--- config.mk ---
export PLATFORM = sky130hd
export DESIGN_NAME = pc_bias_ctr
export DESIGN_NICKNAME = d
export VERILOG_FILES = /design/src/rtl/pc_bias_pkg.sv /design/src/rtl/pc_ofs_sext.sv /design/src/rtl/pc_step_add.sv /design/src/rtl/pc_bias_ctr.sv
export SDC_FILE = /design/constraint.sdc
export NUM_CORES = 1
export LEC_CHECK = 0
export CAP_MARGIN = 20
export CORE_ASPECT_RATIO = 0.6
export CORE_MARGIN = 5
export CORE_UTILIZATION = 45
export CTS_BUF_LIST = sky130_fd_sc_hd__clkbuf_4 sky130_fd_sc_hd__clkbuf_8
export DETAILED_ROUTE_END_ITERATION = 8
export PLACE_DENSITY = 0.89
export REMOVE_ABC_BUFFERS = 1
export SLEW_MARGIN = 20
export SYNTH_ARGS = -nofsm -noshare
export SYNTH_HDL_FRONTEND = slang
export SYNTH_SLANG_ARGS = --single-unit
--- constraint.sdc ---
create_clock -name clk -period 2.2 [get_ports clk]
set_input_delay 0.44 -clock clk [delete_from_list [all_inputs] [get_ports clk]]
set_output_delay 0.44 -clock clk [all_outputs]
set_load 0.03 [all_outputs]
--- src/rtl/pc_bias_pkg.sv ---
package pc_bias_pkg;

   typedef enum logic {
      PC_OP_STEP = 1'b0,
      PC_OP_LOAD = 1'b1
   } pc_op_e;

   // Raw offsets seen by the counter, before the bias is removed
   localparam logic [7:0] PC_OFS_HOLD  = 8'h02;
   localparam logic [7:0] PC_OFS_NEXT  = 8'h03;
   localparam logic [7:0] PC_OFS_BACK2 = 8'h00;
   localparam logic [7:0] PC_OFS_BACK3 = 8'hFF;

endpackage

--- src/rtl/pc_ofs_sext.sv ---
module pc_ofs_sext #(
   parameter int OFS_W  = 8,
   parameter int ADDR_W = 16
) (
   input  logic [OFS_W-1:0]  ofs_in,
   output logic [ADDR_W-1:0] ofs_ext
);
   localparam int EXT_W = ADDR_W - OFS_W;

   initial begin
      if (OFS_W < 2 || OFS_W >= ADDR_W)
         $error("pc_ofs_sext: OFS_W must be in 2..ADDR_W-1");
   end

   assign ofs_ext[OFS_W-1:0] = ofs_in;

   for (genvar g = 0; g < EXT_W; g++) begin : g_sign
      assign ofs_ext[OFS_W+g] = ofs_in[OFS_W-1];
   end
endmodule

--- src/rtl/pc_step_add.sv ---
module pc_step_add #(
   parameter int ADDR_W = 16,
   parameter int BIAS   = 2
) (
   input  logic [ADDR_W-1:0] base,
   input  logic [ADDR_W-1:0] delta,
   output logic [ADDR_W-1:0] sum
);
   localparam logic [ADDR_W-1:0] BIAS_V = ADDR_W'(BIAS);

   always_comb begin
      sum = base + delta - BIAS_V;
   end
endmodule

--- src/rtl/pc_bias_ctr.sv ---
module pc_bias_ctr
   import pc_bias_pkg::*;
#(
   parameter int              ADDR_W     = 16,
   parameter int              OFS_W      = 8,
   parameter int              BIAS       = 2,
   parameter logic [ADDR_W-1:0] START_ADDR = '0
) (
   input  logic              clk,
   input  logic              rst_n,
   input  logic              op_sel,
   input  logic [OFS_W-1:0]  offset,
   input  logic [ADDR_W-1:0] load_addr,
   output logic [ADDR_W-1:0] pc
);
   localparam int OFS_MAX = (1 << (OFS_W - 1)) - 1;

   initial begin
      if (BIAS < 0 || BIAS > OFS_MAX)
         $error("pc_bias_ctr: BIAS must fit a positive offset");
   end

   logic [ADDR_W-1:0] ext_ofs;
   logic [ADDR_W-1:0] step_val;
   logic [ADDR_W-1:0] pc_nxt;

   pc_ofs_sext #(.OFS_W(OFS_W), .ADDR_W(ADDR_W)) u_sext (
      .ofs_in  (offset),
      .ofs_ext (ext_ofs)
   );

   pc_step_add #(.ADDR_W(ADDR_W), .BIAS(BIAS)) u_add (
      .base  (pc),
      .delta (ext_ofs),
      .sum   (step_val)
   );

   always_comb begin
      if (pc_op_e'(op_sel) == PC_OP_LOAD) pc_nxt = load_addr;
      else                                pc_nxt = step_val;
   end

   always_ff @(posedge clk) begin
      if (!rst_n) pc <= START_ADDR;
      else        pc <= pc_nxt;
   end
endmodule

# Word-level counts from Yosys, hierarchy flattened
# Index checks and enable logic that the tools add are counted.
dict set report classes {
  addsub 2
  mux 1
}
# cell count
set ops {}
lappend ops {{16-bit adder} 1}
lappend ops {{16-bit two-way mux} 1}
lappend ops {{16-bit by 2-bit subtractor with 16-bit output (second input constant)} 1}
dict set report totals {
  reg_bits 16
  inputBits 27
  out_inout_bits 16
  elab_cells 4
}

# Logic depth before layout (Yosys ltp)
dict set report logic_depth {
  ltp_word 3
  ltp_mapped 12
  depth_no_buf 12
}

# By module
# From an unflattened synthesis, not the netlist that was laid out.
dict set report unflattened {
  cells_unflattened 232
  area_unflattened_um2 1869.3
}
# mod instances cells_per_inst area_each_um2 seq_area_each_um2
set by_module_without_submodules {}
lappend by_module_without_submodules {pc_step_add 1 165 1133.6 0.0}
lappend by_module_without_submodules {pc_bias_ctr 1 51 615.6 320.3}
lappend by_module_without_submodules {pc_ofs_sext 1 16 120.1 0.0}

# Worst setup path after synthesis
# OpenSTA, ideal clock, no wires.
dict set report synth_path {
  path_kind {input port to flip-flop}
  from {input port offset[7]}
  to {register pc[15]}
  arrival_ps 2223
  t_required_ps 2079
  setup_slack_ps -144
  path_stages 10
  path_cell_list {inv_1 > ha_1 > inv_1 > ha_1 > and3_4 > and2_4 > a221o_1 > a31oi_1 > xnor2_1 > o21ai_1}
}
dict set report synth_between {
  elab_chain_len 3
}
# item line_no
set synth_rtl {}
lappend synth_rtl {{start: declaration} pc_bias_ctr.sv:12} ;# input logic [OFS_W-1:0] offset,
lappend synth_rtl {{16-bit adder} pc_step_add.sv:12} ;# sum = base + delta - BIAS_V;
lappend synth_rtl {{16-bit by 2-bit subtractor with 16-bit output} pc_step_add.sv:12}
lappend synth_rtl {{16-bit two-way mux} pc_bias_ctr.sv:39} ;# if (pc_op_e'(op_sel) == PC_OP_LOAD) pc_nxt = load_addr;
lappend synth_rtl {{end signal: assignment} pc_bias_ctr.sv:45} ;# else pc <= pc_nxt;
lappend synth_rtl {{end: declaration} pc_bias_ctr.sv:14} ;# output logic [ADDR_W-1:0] pc
# Every way passes these cells.
# A chain may end at the register's enable or synchronous reset.

# Final worst setup path
dict set report layout_path {
  from {input port offset[7]}
  to {register pc[13]}
}
# The elaborated chain is that of the path after synthesis.

==> results.tsv <==
stage	metric	value	unit
power	Comb power frac	77.9	%
yosys	synthesized area per cell	7.49	sq um
yosys	library cells used by synthesis	36	
finish	max reg flops	16	
worst_setup_path	crit path DAT	2.35	ns
worst_setup_path	Worst setup EP type	flip-flop	
global_routing	GRT Residual Overflow	0	
floorplanning	Die X	87.0	microns
drt	Iter 0 DRT Violations	131	
yosys	most frequent cells after synthesis	50 x inv_1, 29 x ha_1, 16 x dfxtp_1	
run_status	status	finished, violations left	
clocking	H-Tree Depth	1	
finish	diode count	0	
hold_path	Hold Startpoint	pc[0]$_SDFF_PN0_	
floorplanning	io pins	43	
power	register share of total power	13.8	%
hold_path	Worst Hold Endpoint	pc[0]$_SDFF_PN0_	
power	internal cell power	1.61	mW
timing	Slew headroom	70.3	%
drt	drt via density	5.21	
global_routing	gr usage total	20.5	%
worst_setup_path	critical path type	input port to flip-flop	
clocking	clock sink count	16	
worst_setup_path	CP required	2.34	ns
power	VDD IR-drop max	0.000549	V
power	PD cells	1070	nW/um^2
finish	design area	2740	sq um
worst_setup_path	r2r startpoint	pc[1]$_SDFF_PN0_	
drt	WL/cell	16.5	microns
timing	final setup fails	2	
timing	fmax	0.453	GHz
timing	period utilisation layout	100	%
floorplanning	Rows	16	
clocking	CTS tree	built	
timing	Setup Skew	0.00502	ns
power	Net Sw Frac	45.1	%
yosys	number of enable flip-flop cells after synthesis	0	
yosys	ranking of synthesized cells by area	ha_1 23%, dfxtp_1 20%, inv_1 12%	
placement	Port Buffers	42	
placement	DP Worst Slack	-0.840	ns
finish	Largest Register	pc	
yosys	synth warn	0	
power	static leakage	1.21	nW
clocking	maximum clock path buffer count	2	
yosys	ys flop type	dfxtp_1	
floorplanning	Starting Density	47.9	%
timing	count of pins over their slew limit	0	
worst_setup_path	Worst Setup Start Kind	input port	
yosys	Syn Std Cell Area	1600	sq um
yosys	top cell type's share of synthesized area	22.6	%
placement	GP Congestion	0.831	
power	clock share of power	8.2	%
drt	total number of vias	1734	
clocking	Hold Buf Count CTS	0	
worst_setup_path	R2R Setup Slk	0.02	ns
clocking	clk_lat worst skew	0.26	ns
hold_path	hold path cells	3	
placement	post-DP HPWL	3360	microns
clocking	root buffer cell	clkbuf_8	
floorplanning	Core Footprint	3340	sq um
run_status	failing checks	negative setup slack	
floorplanning	Chip Height	56.2	microns
global_routing	initial antenna violation count	0	
global_routing	first-pass GRT wire length	8110	microns
clocking	Clock Pin Slew Worst Setup and Hold Paths	0.07	ns
finish	Area growth syn-to-layout	70.7	%
finish	layout net count	347	
yosys	asr flop ratio synth	0	%
clocking	total CTS buffers	3	
finish	final core utilization	81.8	%
finish	Top Registers	pc: 16 flops	
timing	worst-margin pin slew	0.444	ns
yosys	register bit total from synthesis	16	
yosys	Synth area leader	ha_1	
drt	1st-pass router iterations	4	
placement	DP Area	2270	sq um
yosys	cells after synthesis	214	
drt	DRC violations left	0	
worst_setup_path	worst r2r path cells	12	
hold_path	Worst Hold Class	flip-flop to flip-flop	
floorplanning	die area	4890	sq um
timing	hold violation count in the final report	0	
flow_run	Max-Cap Viols	0	
timing	Final WS setup	-0.00756	ns
yosys	top-count cell post-synth	inv_1	
finish	layout cells sized above 1	36.1	%
yosys	register area share after synthesis	20.0	%
global_routing	vias in the first global route	1792	
global_routing	largest net degree at the start of global routing	23	
worst_setup_path	RR Endpoint	pc[11]$_SDFF_PN0_	
timing	final hold slack	0.698	ns
timing	RSZ-0062 raised after global routing	true	
power	Switch Pwr	1.32	mW
timing	post-layout minimum cycle time	2.21	ns
worst_setup_path	Max Fanout on Critical Path	7	
drt	Antenna Nets Post-Route	0	
drt	total wire length	5490	microns
-- cell type report --
type,count,area (sq um)
multi-input combinational,143,1450
timing repair buffer,76,673
fill,192,607
sequential,16,324
inverter,50,193
tap,45,56.3
clock buffer,3,41.3
-- cells in the final DEF, fill, tap and decap left out, drive strengths merged --
cell type,netlist,routed
a211oi,1,1
a21boi,3,3
a21o,5,5
a21oi,10,10
a221o,1,1
a31oi,3,3
and2,8,8
and3,3,3
buf,1,35
clkbuf,4,4
clkdlybuf4s15,0,1
clkdlybuf4s50,0,34
dfxtp,16,16
dlygate4sd2,0,4
dlymetal6s2s,0,1
fa,1,1
ha,29,29
inv,50,50
mux2i,2,2
nand2,14,14
nand2b,4,4
nand3,7,7
nand4,2,2
nand4b,1,1
nor2,5,5
nor2b,6,6
nor3,2,2
nor4bb,1,1
o2111ai,1,1
o211ai,2,2
o21a,1,1
o21ai,16,16
o21bai,1,1
o311ai,1,1
or3,1,1
xnor2,5,5
xor2,7,7
-- routing by layer --
| metal | vias to the layer above | part of all wire [%] | track usage (%) |
|---|---|---|---|
| met5 | - | 0 | 0 |
| met3 | 12 | 6.3 | 5.18 |
| met4 | 0 | 1.6 | 4.22 |
| met2 | 68 | 50 | 35.8 |
| li1 | 849 | - | - |
| met1 | 805 | 42 | 25.4 |
-- worst max-delay path by stage --
stage	depth (start not counted)	slack [ns]	to	startpoint
6_report	12	-0.008	pc[13]$_SDFF_PN0_	offset[7]
3_3_place_gp	12	-0.72	pc[14]$_SDFF_PN0_	offset[7]
2_1_floorplan	10	-0.14	pc[15]$_SDFF_PN0_	offset[7]
3_5_place_dp	12	-0.84	pc[13]$_SDFF_PN0_	offset[7]
4_1_cts	12	-0.03	pc[11]$_SDFF_PN0_	pc[1]$_SDFF_PN0_
5_1_grt	12	-0.11	pc[10]$_SDFF_PN0_	offset[7]
-- power groups by stage --
stage / clock [mW] / sequential, mW / combinational (mW)
floorplan: 0 / 0.544 / 0.833
global placement: 0 / 0.407 / 1.53
detailed placement: 0 / 0.406 / 1.59
CTS: 0.247 / 0.401 / 1.87
global route: 0.255 / 0.413 / 2.44
finish: 0.241 / 0.405 / 2.28
-- kinds of logic after synthesis --
kind of cell / share of synthesized area (%)
buffers and inverters: 13.0
flip-flops: 20.0
AND/OR/NAND/NOR: 18.3
multiplexers: 1.25
adder cells (fa/ha/maj): 23.9
XOR/XNOR: 6.56
AO/OA/AOI/OAI: 17.1
-- per-stage QoR --
stage | TNS [ns] | power [mW] | std cells
after floorplan | -0.603 | 1.38 | 209
after global placement | -7.02 | 1.94 | 324
after detailed placement | -8.16 | 2.00 | 324
after CTS | -0.0357 | 2.51 | 329
after global routing | -0.381 | 3.10 | 333
final | -0.0120 | 2.93 | 333
-- worst max-delay path, stage by stage --
cell	delay, ns
buf_4	0.10
inv_4	0.05
buf_4	0.13
ha_1	0.20
inv_1	0.09
ha_4	0.23
a21oi_4	0.19
o21ai_4	0.09
or3_4	0.37
o21ai_2	0.17
xor2_1	0.18
o21ai_1	0.09
-- what timing repair did --
item / CTS / global route
pin swaps: 30 / 29
resized for setup: 68 / 35
setup endpoints to repair: 12 / 9
buffers inserted: 3 / 4
Power figures use the tool's default switching activity.
